### src/rtl/xlat_pkg.sv
package xlat_pkg;

  typedef enum logic [1:0] {
    S_IDLE = 2'd0,
    S_REQ  = 2'd1,
    S_WAIT = 2'd2,
    S_RESP = 2'd3
  } xlat_state_e;

  // first page touched by a byte range
  function automatic logic [63:0] span_first(input logic [63:0] start, input int unsigned sh);
    return start >> sh;
  endfunction

  // last page touched by a byte range of nonzero size
  function automatic logic [63:0] span_last(input logic [63:0] start, input logic [63:0] size,
                                            input int unsigned sh);
    return (start + size - 64'd1) >> sh;
  endfunction

  function automatic logic in_span(input logic [63:0] page, input logic [63:0] lo,
                                   input logic [63:0] hi);
    return (page >= lo) && (page <= hi);
  endfunction

endpackage

### src/rtl/xlat_entry.sv
module xlat_entry
  import xlat_pkg::*;
#(
  parameter int TAG_W = 33,
  parameter int PPN_W = 20
) (
  input  logic             clk,
  input  logic             rst_n,
  input  logic             fill_en,
  input  logic [TAG_W-1:0] fill_tag,
  input  logic [PPN_W-1:0] fill_ppn,
  input  logic             kill_all,
  input  logic             kill_rng,
  input  logic [63:0]      span_lo,
  input  logic [63:0]      span_hi,
  output logic [TAG_W-1:0] tag_q,
  output logic [PPN_W-1:0] ppn_q
);

  // the invalidate is judged against the tag the slot would hold after a fill
  logic [TAG_W-1:0] cand_tag;
  logic             drop;

  assign cand_tag = fill_en ? fill_tag : tag_q;
  assign drop     = kill_all | (kill_rng & in_span(64'(cand_tag), span_lo, span_hi));

  always_ff @(posedge clk) begin
    if (!rst_n) begin
      tag_q <= '1;
      ppn_q <= '0;
    end else begin
      tag_q <= drop ? '1 : cand_tag;
      if (fill_en) ppn_q <= fill_ppn;
    end
  end

endmodule

### src/rtl/xlat_counter.sv
module xlat_counter #(
  parameter int W = 16
) (
  input  logic         clk,
  input  logic         rst_n,
  input  logic         bump,
  output logic [W-1:0] count
);

  always_ff @(posedge clk) begin
    if (!rst_n)    count <= '0;
    else if (bump) count <= count + 1'b1;
  end

endmodule

### src/rtl/fetch_xlat_cache.sv
module fetch_xlat_cache
  import xlat_pkg::*;
#(
  parameter int AW         = 32,
  parameter int PAGE_SHIFT = 12,
  parameter int PPN_W      = 20,
  parameter int CNT_W      = 16
) (
  input  logic                        clk,
  input  logic                        rst_n,
  input  logic                        fetch_valid,
  output logic                        fetch_ready,
  input  logic [AW-1:0]               fetch_addr,
  output logic                        out_valid,
  output logic                        out_fault,
  output logic [PPN_W+PAGE_SHIFT-1:0] out_paddr,
  output logic [PAGE_SHIFT-3:0]       out_word,
  output logic                        walk_req_valid,
  input  logic                        walk_req_ready,
  output logic [AW-PAGE_SHIFT-1:0]    walk_req_vpn,
  input  logic                        walk_rsp_valid,
  output logic                        walk_rsp_ready,
  input  logic [PPN_W-1:0]            walk_rsp_ppn,
  input  logic                        walk_rsp_fault,
  input  logic                        inv_all,
  input  logic                        inv_range,
  input  logic [AW-1:0]               inv_start,
  input  logic [AW-1:0]               inv_size,
  output logic [2*CNT_W-1:0]          hit_count,
  output logic [2*CNT_W-1:0]          miss_count
);

  localparam int VPN_W   = AW - PAGE_SHIFT;
  localparam int TAG_W   = VPN_W + 1;   // one spare bit keeps the empty marker unreachable
  localparam int ENTRIES = 2;

  xlat_state_e      state;
  logic [AW-1:0]    pend_addr;
  logic [PPN_W-1:0] rsp_ppn_q;
  logic             rsp_fault_q;

  logic [TAG_W-1:0] tag_q [ENTRIES];
  logic [PPN_W-1:0] ppn_q [ENTRIES];

  logic [VPN_W-1:0] vpn_in, pend_vpn;
  logic             idx_in, pend_idx;
  logic             accept, lookup_hit, fill_go, rng_go;
  logic [63:0]      span_lo, span_hi;

  assign vpn_in   = fetch_addr[AW-1:PAGE_SHIFT];
  assign pend_vpn = pend_addr[AW-1:PAGE_SHIFT];
  assign idx_in   = ^vpn_in;
  assign pend_idx = ^pend_vpn;

  assign fetch_ready    = (state == S_IDLE);
  assign accept         = fetch_valid && fetch_ready;
  assign lookup_hit     = (tag_q[idx_in] == TAG_W'(vpn_in));
  assign fill_go        = (state == S_WAIT) && walk_rsp_valid && !walk_rsp_fault;
  assign walk_req_valid = (state == S_REQ);
  assign walk_rsp_ready = (state == S_WAIT);
  assign walk_req_vpn   = pend_vpn;

  assign rng_go  = inv_range && (inv_size != '0);
  assign span_lo = span_first(64'(inv_start), PAGE_SHIFT);
  assign span_hi = span_last(64'(inv_start), 64'(inv_size), PAGE_SHIFT);

  // answer: same cycle on a hit, registered after a walk
  always_comb begin
    if (state == S_RESP) begin
      out_valid = 1'b1;
      out_fault = rsp_fault_q;
      out_paddr = {rsp_ppn_q, pend_addr[PAGE_SHIFT-1:0]};
      out_word  = pend_addr[PAGE_SHIFT-1:2];
    end else begin
      out_valid = accept && lookup_hit;
      out_fault = 1'b0;
      out_paddr = {ppn_q[idx_in], fetch_addr[PAGE_SHIFT-1:0]};
      out_word  = fetch_addr[PAGE_SHIFT-1:2];
    end
  end

  always_ff @(posedge clk) begin
    if (!rst_n) begin
      state       <= S_IDLE;
      pend_addr   <= '0;
      rsp_ppn_q   <= '0;
      rsp_fault_q <= 1'b0;
    end else begin
      case (state)
        S_IDLE: if (accept && !lookup_hit) begin
          pend_addr <= fetch_addr;
          state     <= S_REQ;
        end
        S_REQ:  if (walk_req_ready) state <= S_WAIT;
        S_WAIT: if (walk_rsp_valid) begin
          rsp_ppn_q   <= walk_rsp_ppn;
          rsp_fault_q <= walk_rsp_fault;
          state       <= S_RESP;
        end
        default: state <= S_IDLE;
      endcase
    end
  end

  for (genvar e = 0; e < ENTRIES; e++) begin : g_slot
    logic hit_bump, miss_bump;
    assign hit_bump  = accept && (idx_in == 1'(e)) && lookup_hit;
    assign miss_bump = accept && (idx_in == 1'(e)) && !lookup_hit;

    xlat_entry #(.TAG_W(TAG_W), .PPN_W(PPN_W)) u_entry (
      .clk      (clk),
      .rst_n    (rst_n),
      .fill_en  (fill_go && (pend_idx == 1'(e))),
      .fill_tag (TAG_W'(pend_vpn)),
      .fill_ppn (walk_rsp_ppn),
      .kill_all (inv_all),
      .kill_rng (rng_go),
      .span_lo  (span_lo),
      .span_hi  (span_hi),
      .tag_q    (tag_q[e]),
      .ppn_q    (ppn_q[e])
    );

    xlat_counter #(.W(CNT_W)) u_hits (
      .clk(clk), .rst_n(rst_n), .bump(hit_bump), .count(hit_count[e*CNT_W +: CNT_W])
    );
    xlat_counter #(.W(CNT_W)) u_miss (
      .clk(clk), .rst_n(rst_n), .bump(miss_bump), .count(miss_count[e*CNT_W +: CNT_W])
    );
  end

endmodule

### config.mk
export PLATFORM = sky130hd
export DESIGN_NAME = fetch_xlat_cache
export DESIGN_NICKNAME = d
export VERILOG_FILES = /design/src/rtl/xlat_pkg.sv /design/src/rtl/xlat_entry.sv /design/src/rtl/xlat_counter.sv /design/src/rtl/fetch_xlat_cache.sv
export SDC_FILE = /design/constraint.sdc
export NUM_CORES = 1
export LEC_CHECK = 0
export BUFFER_PORTS_ARGS = -buffer_cell sky130_fd_sc_hd__clkbuf_2
export CORE_MARGIN = 10
export CORE_UTILIZATION = 52
export CTS_CLUSTER_SIZE = 12
export DETAILED_ROUTE_END_ITERATION = 10
export GPL_TIMING_DRIVEN = 0
export PLACE_DENSITY = 0.8
export SLEW_MARGIN = 20
export SYNTH_ARGS = -nofsm -noshare
export SYNTH_HDL_FRONTEND = slang
export SYNTH_HIERARCHICAL = 1
export SYNTH_SLANG_ARGS = --single-unit
### constraint.sdc
create_clock -name clk -period 4.9 [get_ports clk]
set_input_delay 0.98 -clock clk [delete_from_list [all_inputs] [get_ports clk]]
set_output_delay 0.98 -clock clk [all_outputs]
set_load 0.03 [all_outputs]
Word-level counts from Yosys, hierarchy flattened --
Index checks and enable logic that the tools add are counted.
Storage, ports and cells: flip-flop bits (word level) 201, bits in latches 0, memory bits (writable) 0, bits in read-only memories 0, input port bits 124, output and inout port bits 131, word-level logic and storage cells 81, memories 0
Cells by class: $add $sub $neg 6, multipliers 0, div/mod/pow operators 0, order comparisons 5, equality and inequality tests 7, shift-type cells 0, mux-type cells 16, bitwise logic cells 8, reduce and logical (&&, ||, !) cells 27
Operators by type and width (count):
- $mux W21 | 5
- $le A21 B52 Y1 | 2
- $add A16 B1 Y16 const B | 4
- $mux W20 | 3
- $ge A21 B20 Y1 | 2
- $reduce_xor A20 Y1 | 2
- $sub A33 B1 Y34 const B | 1
- $add A32 B32 Y33 | 1
- $mux W32 | 1
- $reduce_bool A32 Y1 | 1
- $eq A21 B20 Y1 | 1
- $logic_and A1 B1 Y1 | 16
- $mux W10 | 1
- $mux W2 | 3
- $pmux W2 S3 | 1
- $eq A2 B2 Y1 const B | 2
- $ne A2 B1 Y1 const B | 2
- $reduce_and A2 Y1 | 2
- $reduce_or A2 Y1 | 2
- $not A1 Y1 | 3
- $reduce_and A3 Y1 | 1
- $and A1 B1 Y1 | 2
- $eq A2 B1 Y1 const B | 1
- $ge A2 B2 Y1 const B | 1
- 6 further kinds | 9

Longest topological paths before layout --
Gate-level depths: netlist (run 1).
depth in word-level cells 10, mapped depth 23, mapped depth without buffers 22

Modules after synthesis --
The synthesis (run 1) kept the hierarchy.
Modules (own cells, without submodules):
- fetch_xlat_cache | times used 1, cells an instance 890, area an instance 6406.1 µm², seq. area each 1101.1 µm²
- xlat_counter | times used 4, cells an instance 83, area an instance 744.5 µm², seq. area each 320.3 µm²
- xlat_entry at g_slot[0].u_entry | times used 1, cells an instance 327, area an instance 2867.8 µm², seq. area each 820.8 µm²
- xlat_entry at g_slot[1].u_entry | times used 1, cells an instance 333, area an instance 2856.5 µm², seq. area each 820.8 µm²

Worst setup path after synthesis (run 1) --
No wires, ideal clock.
path kind input-to-reg, start point input inv_start[4], end point register g_slot[0].u_entry.tag_q[19], setup time 0.058 ns, arrival 5.219 ns, required time 4.842 ns, path slack -0.377 ns, stages on the path 21, buffers on the path 1, path through inv_1 > ha_1 > inv_1 > ha_1 > a21o_1 > a21oi_1 > o21ai_0 > a21o_1 > a21oi_1 > o21ai_0 > o211ai_1 > nand2_1 > a31oi_1 > and2_1 > nor4_1 > nand3_1 > o221ai_1 > nor4_1 > o221ai_2 > buf_6 > nand2_1
On the way: cells in the longest elaborated chain, start to end 7
RTL lines:
- from (decl) | RTL line fetch_xlat_cache.sv:27 | input logic [AW-1:0] inv_start,
- $add A32 B32 Y33 | RTL line xlat_pkg.sv:18 | return (start + size - 64'd1) >> sh;
- $sub A33 B1 Y34 | RTL line xlat_pkg.sv:18
- via span_hi[21] | RTL line fetch_xlat_cache.sv:48 | logic [63:0] span_lo, span_hi;
- $le A21 B52 Y1 | RTL line xlat_pkg.sv:23 | return (page >= lo) && (page <= hi);
- $logic_and A1 B1 Y1 | RTL line xlat_pkg.sv:23
- $and A1 B1 Y1 | RTL line xlat_entry.sv:25 | assign drop = kill_all | (kill_rng & in_span(64'(cand_tag), span_lo, span_hi));
- $or A1 B1 Y1 | RTL line xlat_entry.sv:25
- $reduce_or A2 Y1 (no source line)
- to (signal assigned) | RTL line xlat_entry.sv:32 | tag_q <= drop ? '1 : cand_tag;
- to (decl) | RTL line xlat_entry.sv:16 | output logic [TAG_W-1:0] tag_q,
The timed path passes the listed nets, and every way through them passes these cells. A chain may end at the register's enable or synchronous reset.

Worst setup path after layout (run 1) --
start point input inv_start[4], end point register g_slot[1].u_entry.tag_q[19]
On the way: cells in the longest elaborated chain, start to end 7
RTL lines (RTL line):
- $add A32 B32 Y33 | xlat_pkg.sv:18
- $sub A33 B1 Y34 | xlat_pkg.sv:18
- via span_hi[19] | fetch_xlat_cache.sv:48
- $le A21 B52 Y1 | xlat_pkg.sv:23
- $logic_and A1 B1 Y1 | xlat_pkg.sv:23
- $and A1 B1 Y1 | xlat_entry.sv:25
- $or A1 B1 Y1 | xlat_entry.sv:25
- $reduce_or A2 Y1 (no source line)
- to (signal assigned) | xlat_entry.sv:32
- to (decl) | xlat_entry.sv:16
The timed path passes the listed nets, and every way through them passes these cells.

==> results of run 1 <==
[worst min-delay path by stage]
stage	startpoint	to	slack, ps	depth (start not counted)
2_1_floorplan	pend_addr[0]$_SDFFE_PN0P_	pend_addr[0]$_SDFFE_PN0P_	420	2
3_3_place_gp	pend_addr[4]$_SDFFE_PN0P_	pend_addr[4]$_SDFFE_PN0P_	430	2
3_5_place_dp	pend_addr[7]$_SDFFE_PN0P_	pend_addr[7]$_SDFFE_PN0P_	440	2
4_1_cts	pend_addr[7]$_SDFFE_PN0P_	pend_addr[7]$_SDFFE_PN0P_	450	2
5_1_grt	pend_addr[10]$_SDFFE_PN0P_	pend_addr[10]$_SDFFE_PN0P_	460	2
6_report	pend_addr[11]$_SDFFE_PN0P_	pend_addr[11]$_SDFFE_PN0P_	450	2
[cells in the mapped netlist, drive strengths merged, types with 4 or more instances]
master   count
nor2       115
o21a         4
nor4        67
o21ai       87
xnor2       75
nor3        26
o41ai        4
or2          8
nand2b      16
o2bb2ai      6
ha         153
o31ai        4
or3b         5
or3          5
and2         7
nand4       33
clkbuf      44
xor2        29
a2111oi      6
o221ai       7
nand3       68
and3         9
nor4b        6
a31oi        7
inv        251
dfxtp      201
a21oi       61
mux2i       87
a21boi      24
a21o        25
mux2        52
a221oi       7
nand2      218
nor2b       53
o22ai        8
and4         6
buf         54
[layout make-up]
type	instances	area share [%]
Clock inverter	2	0.0855
Buffer	96	3.21
Clock buffer	27	3.09
Tap cell	384	2.52
Inverter	251	4.98
Antenna cell	2	0.0263
Sequential cell	201	21.2
Timing Repair Buffer	279	8.39
Multi-Input combinational cell	1445	56.5
[timing repair]
item,in CTS,in global routing
cloned,0,4
pin swaps,22,61
resized for setup,52,159
setup endpoints to repair,61,68
buffers inserted,13,11
hold endpoints to repair,0,0
[metal layers]
layer | vias to the layer above | GRT usage [%] | share of wire [%]
met2 | 564 | 43.0 | 47
met4 | 0 | 7.87 | 3.0
met1 | 6905 | 31.7 | 42
li1 | 7125 | - | -
met3 | 95 | 3.33 | 7.5
met5 | - | 0 | 0
[layout by cell type, fill, tap and decap left out, types with 61 or more instances in the layout]
cell type	synthesis	routed
dfxtp_1	201	199
clkbuf_2	1	244
ha_1	153	133
nand3_1	68	66
conb_1	1	114
mux2i_1	87	86
nor4_1	63	61
nand2_1	215	178
inv_1	251	230
nor2_1	115	111
xnor2_1	73	63
[kinds of logic (layout without fill, tap and decap cells)]
group	count (synthesis)	count (layout)	share of synthesized area [%]
and+or+nand+nor	649	649	22.0
buffers and inverters	349	655	10.1
AOI/OAI and AO/OA	284	284	12.4
DFF	201	201	26.6
adders and majority gates	153	153	12.7
muxes	139	139	9.64
xor gates and xnor gates	106	106	6.57
other	1	116	0.0248
[power by group]
group | leakage, nW | internal (mW) | switching [mW]
combinational | 6.58 | 1.38 | 1.88
sequential | 1.63 | 1.75 | 0.132
clock | 0.295 | 0.832 | 0.640
total | 8.50 | 3.97 | 2.65
[flip-flops by register name, summed over array words and instances (netlist names)]
| signal | flops |
|---|---|
| g_slot.u_entry/ppn_q | 40 |
| g_slot.u_entry/tag_q | 42 |
| g_slot.u_hits/count | 32 |
| g_slot.u_miss/count | 32 |
| pend_addr | 32 |
| rsp_fault_q | 1 |
| rsp_ppn_q | 20 |
| state | 2 |
[per-stage QoR]
step | cells | instance area [µm²] | TNS, ps
after CTS | 2672 | 18300 | -1.84
after global routing | 2687 | 19000 | -7610
after global placement | 2630 | 17300 | -55420
final | 2687 | 19000 | -534
after floorplan | 1995 | 15600 | 0
after detailed placement | 2630 | 17300 | -56780
[worst max-delay path: stages]
cell	delay [ps]
buf_6	70
inv_2	30
ha_4	270
inv_4	30
ha_4	260
a21o_1	120
a21oi_2	50
o21ai_1	80
a21o_1	200
a21oi_4	100
o21ai_4	210
a31oi_4	140
buf_6	150
o31ai_4	330
a21oi_4	130
a221oi_4	330
buf_4	170
inv_2	40
ha_4	260
and3_4	210
nand3_4	100
nor3_4	250
a22oi_2	80
a311o_2	520
buf_6	180
nand2_2	60
==> flow_metrics.tcl, run 1 <==
set metrics [dict create \
    layout_min_cycle_time_ps 4930 \
    r2r_end "g_slot[1].u_entry/tag_q[19]$_SDFF_PP1_" \
    worst-slew-pin-transition_ps 1060 \
    drive_above_1_share_pct 25.9 \
    htreeDepth 1 \
    antenna_found_initial 2 \
    p_total_mw 6.62 \
    initial_core_util_pct 52.6 \
    drt-total-wl_mm 48.6 \
    fillers 2372 \
    violations "negative setup slack" \
    ir_drop_mv 0.187 \
    viasPerCell 5.47 \
    synth_edf_count 0 \
    synth_area_um2 15100 \
    core_region_area_um2 28700 \
    drt_iter0_markers 880 \
    globalplace.congestion 0.986 \
    setup_violations 36 \
    status "complete, but fails checks" \
    cts.sinks 201 \
    critical_path.endpoint_type "flip-flop" \
    final_util_pct 66.3 \
    cp-endpoint "g_slot[1].u_entry/tag_q[19]$_SDFF_PP1_" \
    worst_hold_slack_ps 448 \
    final_nets 2572 \
    power_density_nw_per_um2 348 \
    slew_viol_final 0 \
    drv_cap 0 \
    hold_class "flip-flop to flip-flop" \
    avgRoutedWirePerCell_um 18.1 \
    synth_top_area_share_pct 26.6 \
    yosys_warnings 6 \
    pin_count 255 \
    worstSetupPathType "input port to flip-flop" \
    ys_ff_latch 201 \
    synthTopCellsByArea "dfxtp_1, ha_1, inv_1" \
    leakagePower_nw 8.50 \
    crit_required_ps 5350 \
    numPortBuffers 251 \
    critical_path.max_fanout 5 \
    ff2ff_setup_slack_ps 110 \
    cp-startpoint "inv_start[4]" \
    grt_overflow 0 \
    cts_hold_buf 0 \
    rows 62 \
    die_area_um2 36300 \
    multi_input_area_um2 10800 \
    vias 14700 \
    max_freq_ghz 0.203 \
    synth-async-reset-ratio_pct 0 \
    ys.flop_type "dfxtp_1" \
    finalHoldViolCount 0 \
    seq_area_frac_synth_pct 26.6 \
    period_share_pct 101 \
    area_growth_pct 25.9 \
    reg2regPathDepth 18 \
    die_x_um 190 \
    yosys.area.top_type "dfxtp_1" \
    die_h_um 190 \
    clkLatencyLatePin_ps 500 \
    fin_ws_ps -29.1 \
    cts_tree "yes" \
    dp_slack_ps -1230 \
    grt_pass1_wl_mm 74.6 \
    fin_skew_ps 10.9 \
    rsz0062_at_grt "true" \
    syn_area_per_cell_um2 8.03 \
    crit_arrival_ps 5380 \
    clk_root_buffer_cell "clkbuf_16" \
    path_clk_slew_ps 60 \
    antenna_left 0 \
    drc_errors 0 \
    seqCellArea_um2 4030 \
    grt_pass1_vias 14400 \
    grt_max_degree 63 \
    timing.rr.start "pend_addr[18]$_SDFFE_PN0P_" \
    drt_pass1_iterations 5 \
    place_hpwl_mm 37.9 \
    synth_cell_types 85 \
    slew_headroom_pct 27.2 \
    grt_use_total_pct 25.0 \
    cts_made_buffers 21 \
    start_kind "input port" \
    postSynthCellCount 1882 \
    cts.path.max_buffers 3 \
]
Power figures use the tool's default switching activity.
==> inputs of run 2 (changes only) <==
--- a/config.mk
+++ b/config.mk
@@ -6,12 +6,16 @@
 export NUM_CORES = 1
 export LEC_CHECK = 0
 export BUFFER_PORTS_ARGS = -buffer_cell sky130_fd_sc_hd__clkbuf_2
+export CELL_PAD_IN_SITES_DETAIL_PLACEMENT = 1
+export CELL_PAD_IN_SITES_GLOBAL_PLACEMENT = 1
 export CORE_MARGIN = 10
-export CORE_UTILIZATION = 52
+export CORE_UTILIZATION = 39
 export CTS_CLUSTER_SIZE = 12
 export DETAILED_ROUTE_END_ITERATION = 10
 export GPL_TIMING_DRIVEN = 0
-export PLACE_DENSITY = 0.8
+export HOLD_SLACK_MARGIN = 0.08
+export PLACE_DENSITY = 0.81
+export REMOVE_ABC_BUFFERS = 1
 export SLEW_MARGIN = 20
 export SYNTH_ARGS = -nofsm -noshare
 export SYNTH_HDL_FRONTEND = slang
==> run 2 against run 1 <==
Net effect:
- the flow still finishes with violations (negative setup slack)
- wire length grew 13%
- clock-buffer cell count is 3 higher
- utilization shrank 15 points
- critical path type unchanged
==> flow_metrics.tcl, run 2 (synthesis results as in run 1) <==
set metrics [dict create \
    status "complete, but fails checks" \
    violations "negative setup slack" \
    path_common_cell "ha_4" \
    die_h_um 217 \
    slowest_delay_ps 480 \
    cp_cell_sequence "buf_8, inv_4, ha_4, inv_4, ha_4, a21o_1, a21o_1, a21oi_2, o21ai_2, or3b_4, a31oi_4, nor2_4, a211o_1, a21oi_4, inv_2, ha_4, nand4_1, or3_4, o311ai_4, o221ai_4, buf_12, nand4b_1" \
    critical_path.max_fanout 6 \
    slew_headroom_pct 30.3 \
    place_inst 2688 \
    path_clk_slew_ps 60 \
    start_kind "input port" \
    cp-startpoint "inv_size[17]" \
    drc_errors 0 \
    drt-total-wl_mm 55.0 \
    grt_pass1_vias 15600 \
    cts.sinks 201 \
    die_area_um2 47000 \
    path_buf_inv 5 \
    path_depth 22 \
    largest-register "g_slot.u_entry/tag_q" \
    clkLatencyLatePin_ps 520 \
    grt_max_degree 115 \
    reg_top3 "g_slot.u_entry/tag_q x42, g_slot.u_entry/ppn_q x40" \
    rows 72 \
    antenna_found_initial 1 \
    pin_count 255 \
    initial_core_util_pct 39.3 \
    numPortBuffers 254 \
    max_freq_ghz 0.196 \
    crit_arrival_ps 5550 \
    hold_class "flip-flop to flip-flop" \
    setup_violations 42 \
    htreeDepth 1 \
    grt_pass1_wl_mm 83.1 \
    cts.path.max_buffers 3 \
    dpl-instance-area_um2 17200 \
    crit_required_ps 5360 \
    cp-endpoint "g_slot[0].u_entry/tag_q[0]$_SDFF_PP1_" \
    holdPathStages 2 \
    cts_made_buffers 22 \
    r2r_end "g_slot[0].u_entry/tag_q[0]$_SDFF_PP1_" \
    place_hpwl_mm 39.3 \
    finalHoldViolCount 0 \
    layout_common_cells "clkbuf_2, inv_1, dfxtp_1" \
    cts_hold_buf 0 \
    leakagePower_nw 8.59 \
    worst-slew-pin-transition_ps 1040 \
    die_x_um 217 \
    avgRoutedWirePerCell_um 19.7 \
    timing.rr.start "pend_addr[13]$_SDFFE_PN0P_" \
    area_growth_pct 29.8 \
    core_region_area_um2 38500 \
    largest_reg_flops 42 \
    ff2ff_setup_slack_ps 60 \
    worstSetupPathType "input port to flip-flop" \
    clk_root_buffer_cell "clkbuf_16" \
    rsz0062_at_grt "true" \
    fin_skew_ps 12.5 \
    globalplace.congestion 0.954 \
    fin_ws_ps -194 \
    grt_overflow 0 \
    ir_drop_mv 0.224 \
    slew_viol_final 0 \
    drive_above_1_share_pct 28.0 \
    period_share_pct 104 \
    tns_ps -5160 \
    layout_min_cycle_time_ps 5090 \
    slowest_stage "or3_4" \
    critical_path.top_delay_family "compound AO/OA/AOI/OAI gates" \
    final_nets 2531 \
    antenna_left 0 \
    final_area_um2 19600 \
    critical_path.endpoint_type "flip-flop" \
    power_density_nw_per_um2 361 \
    drt_pass1_iterations 4 \
    drt_iter0_markers 713 \
    reg2regPathDepth 17 \
    grt_use_total_pct 21.4 \
    cts_tree "yes" \
    viasPerCell 5.30 \
    drv_cap 0 \
    vias 14700 \
    final_common_cell "clkbuf_2" \
    final_cells 2783 \
]
[run 2: cell types whose count changed in the layout (fill, tap and decap cells not counted), moves of 6 or more]
cell      change
dfxtp_2       +6
clkbuf_2      -6
dfxtp_1       -6
xnor2_2       +6
xnor2_1       -6
buf_2         -7
a21oi_1       -6
clkbuf_1     -31
ha_1          -8
nand2_2       -6
[run 2: worst reg2reg max path, delay by kind of cell, from the launching register on]
| kind | cells | cell delay (ps) |
|---|---|---|
| AO/OA/AOI/OAI | 2 | 630 |
| XOR/XNOR | 4 | 920 |
| adder cells (fa/ha/maj) | 1 | 330 |
| buffers and inverters | 5 | 980 |
| flip-flops | 1 | 420 |
| multiplexers | 1 | 420 |
| AND/OR/NAND/NOR | 4 | 1080 |
[run 2: per-stage QoR]
stage               utilization (%)  hold slack [ps]  setup WS, ps  total power [mW]
floorplan                         -              425         -2630              3.80
global placement               43.8              432         -6760              4.49
detailed placement             44.6              440         -1890              4.73
CTS                            48.6              450          2.07              6.78
global route                   51.0              472          -252              7.46
finish                         51.0              447          -194              7.08
[run 2: per-layer routing]
layer  vias to the layer above  GRT usage (%)  wire length [µm]
li1                       7068              -                 -
met4                         0           8.18              2280
met1                      7181           25.1             22600
met3                       128           2.55              2260
met5                         -              0                 0
met2                       370           39.2             27800
[run 2: how the worst min path moves through the flow]
| stage | start | end | slack (ps) |
|---|---|---|---|
| 2_1_floorplan | pend_addr[0]$_SDFFE_PN0P_ | pend_addr[0]$_SDFFE_PN0P_ | 420 |
| 3_3_place_gp | pend_addr[11]$_SDFFE_PN0P_ | pend_addr[11]$_SDFFE_PN0P_ | 430 |
| 3_5_place_dp | pend_addr[11]$_SDFFE_PN0P_ | pend_addr[11]$_SDFFE_PN0P_ | 440 |
| 4_1_cts | pend_addr[11]$_SDFFE_PN0P_ | pend_addr[11]$_SDFFE_PN0P_ | 450 |
| 5_1_grt | pend_addr[11]$_SDFFE_PN0P_ | pend_addr[11]$_SDFFE_PN0P_ | 470 |
| 6_report | pend_addr[0]$_SDFFE_PN0P_ | pend_addr[0]$_SDFFE_PN0P_ | 450 |
[run 2: final cells by class]
cell class | count | area, µm²
antenna | 2 | 5.00
timing repair buffer | 329 | 2130
clock buffer | 30 | 611
multi-input combinational | 1449 | 11200
inverter | 251 | 957
sequential | 201 | 4030
clock inverter | 3 | 76.3
tap | 518 | 648
fill | 4727 | 18900
[run 2: power breakdown]
part	total (mW)	internal, mW	leakage [nW]	switching (mW)
sequential	1.88	1.76	1.63	0.125
combinational	3.56	1.50	6.63	2.06
clock	1.64	0.968	0.334	0.674
[run 2: what timing repair did]
item	in CTS	in global routing
resized for setup	84	186
pin swaps	39	90
setup endpoints to repair	99	55
buffers inserted	34	22
cloned	5	1
==> inputs of run 3 (changes only) <==
--- a/config.mk
+++ b/config.mk
@@ -5,16 +5,18 @@
 export SDC_FILE = /design/constraint.sdc
 export NUM_CORES = 1
 export LEC_CHECK = 0
+export ABC_CLOCK_PERIOD_IN_PS = 4900
 export BUFFER_PORTS_ARGS = -buffer_cell sky130_fd_sc_hd__clkbuf_2
-export CELL_PAD_IN_SITES_DETAIL_PLACEMENT = 1
-export CELL_PAD_IN_SITES_GLOBAL_PLACEMENT = 1
+export CELL_PAD_IN_SITES_DETAIL_PLACEMENT = 2
+export CELL_PAD_IN_SITES_GLOBAL_PLACEMENT = 2
 export CORE_MARGIN = 10
-export CORE_UTILIZATION = 39
+export CORE_UTILIZATION = 30
 export CTS_CLUSTER_SIZE = 12
 export DETAILED_ROUTE_END_ITERATION = 10
 export GPL_TIMING_DRIVEN = 0
 export HOLD_SLACK_MARGIN = 0.08
-export PLACE_DENSITY = 0.81
+export PLACE_DENSITY = 0.79
+export RECOVER_POWER = 25
 export REMOVE_ABC_BUFFERS = 1
 export SLEW_MARGIN = 20
 export SYNTH_ARGS = -nofsm -noshare
==> run 3 against run 2 <==
Net effect:
- the flow still finishes with violations (negative setup slack)
- register-to-register slack barely moved
- clock skew barely moved
- final area increased by 1.9%
- clock-buffer cell count is 1 higher
- global-route usage shrank 2.4 points
- largest cell class unchanged
- largest power group unchanged
- highest routed layer is now met5
==> flow_metrics.tcl, run 3 (synthesis results as in run 1) <==
set metrics [dict create \
    status "complete, but fails checks" \
    violations "negative setup slack" \
    final_nets 2538 \
    p_total_mw 7.29 \
    crit_arrival_ps 5580 \
    cts_made_buffers 23 \
    critical_path.max_fanout 6 \
    grt_max_degree 118 \
    drt_pass1_iterations 5 \
    path_clk_slew_ps 60 \
    pin_count 255 \
    finalHoldViolCount 0 \
    largest-register "g_slot.u_entry/tag_q" \
    cts.path.max_buffers 3 \
    grt_overflow 0 \
    final_common_cell "inv_1" \
    drv_cap 0 \
    rows 82 \
    fin_skew_ps 12.8 \
    core_region_area_um2 50000 \
    clkLatencyLatePin_ps 530 \
    drt-total-wl_mm 62.5 \
    vias 14900 \
    grt_pass1_vias 16200 \
    layout_min_cycle_time_ps 5110 \
    die_h_um 244 \
    numPortBuffers 254 \
    grt_pass1_wl_mm 91.8 \
    slowest_delay_ps 320 \
    avgRoutedWirePerCell_um 21.2 \
    htreeDepth 1 \
    final_area_um2 20000 \
    dpl-instance-area_um2 17400 \
    hold_class "flip-flop to flip-flop" \
    drt_iter0_markers 591 \
    crit_required_ps 5360 \
    worstSetupPathType "input port to flip-flop" \
    start_kind "input port" \
    final_util_pct 40.0 \
    power_density_nw_per_um2 365 \
    reg2regPathDepth 16 \
    largest_reg_flops 42 \
    fin_ws_ps -214 \
    cts.sinks 201 \
    die_area_um2 59700 \
    place_hpwl_mm 44.8 \
    critical_path.endpoint_type "flip-flop" \
    cts_tree "yes" \
    rsz0062_at_grt "true" \
    reg_top3 "g_slot.u_entry/tag_q x42, g_slot.u_entry/ppn_q x40" \
    period_share_pct 104 \
    initial_core_util_pct 30.2 \
    setup_violations 43 \
    slowest_stage "a221oi_4" \
    clk_root_buffer_cell "clkbuf_16" \
    cts_hold_buf 0 \
    worst-slew-pin-transition_ps 1390 \
    holdPathStages 2 \
    ir_drop_mv 0.188 \
    antenna_found_initial 2 \
    layout_common_cells "inv_1, dfxtp_1, clkbuf_2" \
    slew_viol_final 0 \
    slew_headroom_pct 7.17 \
    drive_above_1_share_pct 26.6 \
    drc_errors 0 \
    globalplace.congestion 0.902 \
    worst_hold_slack_ps 455 \
    area_growth_pct 32.3 \
    leakagePower_nw 8.50 \
    max_freq_ghz 0.196 \
    viasPerCell 5.06 \
    die_x_um 244 \
    grt_use_total_pct 19.1 \
    antenna_left 0 \
    fillers 5718 \
]
run 3: layout make-up:
class | count | area, µm² | area share (%)
clock buffers | 31 | 626 | 3.13
multi-input cells | 1449 | 11300 | 56.5
clock inverters | 8 | 70.1 | 0.351
inverters | 251 | 965 | 4.83
diodes | 1 | 2.50 | 0.0125
well taps | 672 | 841 | 4.21
repair buffers | 335 | 2160 | 10.8
flip-flops and latches | 201 | 4030 | 20.2
run 3: where the power goes:
part / internal, mW / switching [mW] / total, mW
Sequential: 1.76 / 0.129 / 1.89
Combinational: 1.57 / 2.18 / 3.75
Clock: 0.944 / 0.714 / 1.66
run 3: through the flow:
step | instances | worst slack (ps) | setup TNS, ps
after floorplan | 1897 | -2630 | -156700
after global placement | 2823 | -7220 | -649860
after detailed placement | 2843 | -1710 | -110540
after CTS | 2920 | 1.22 | 0
after global routing | 2948 | -460 | -16200
final | 2948 | -214 | -6610
run 3: repair_timing:
item                       in CTS  in global routing
gates cloned                    5                  2
setup buffers                  35                 26
pin swaps                      46                 78
setup endpoints to repair      91                 57
gates resized for setup       101                203
run 3: worst max-delay path: cells and delay by family:
kind,cells,cell delay [ps]
and+or+nand+nor,3,570
AOI/OAI and AO/OA,13,2380
buffers and inverters,7,890
adders and majority gates,3,720
run 3: final timing paths:
kind | start | slack [ps] | to
worst max-delay path | inv_start[12] | -210 | g_slot[0].u_entry/tag_q[0]$_SDFF_PP1_
worst min-delay path | pend_addr[0]$_SDFFE_PN0P_ | 460 | pend_addr[0]$_SDFFE_PN0P_
worst max register to register | pend_addr[18]$_SDFFE_PN0P_ | 60 | g_slot[0].u_entry/tag_q[0]$_SDFF_PP1_
worst min register to register | pend_addr[0]$_SDFFE_PN0P_ | 460 | pend_addr[0]$_SDFFE_PN0P_
run 3: layer usage:
metal | part of all wire [%] | vias up | GRT usage (%)
li1 | - | 7075 | -
met4 | 3.1 | 2 | 6.25
met1 | 41 | 7441 | 21.7
met5 | 0.016 | - | 0
met2 | 52 | 302 | 36.0
met3 | 3.6 | 94 | 2.37
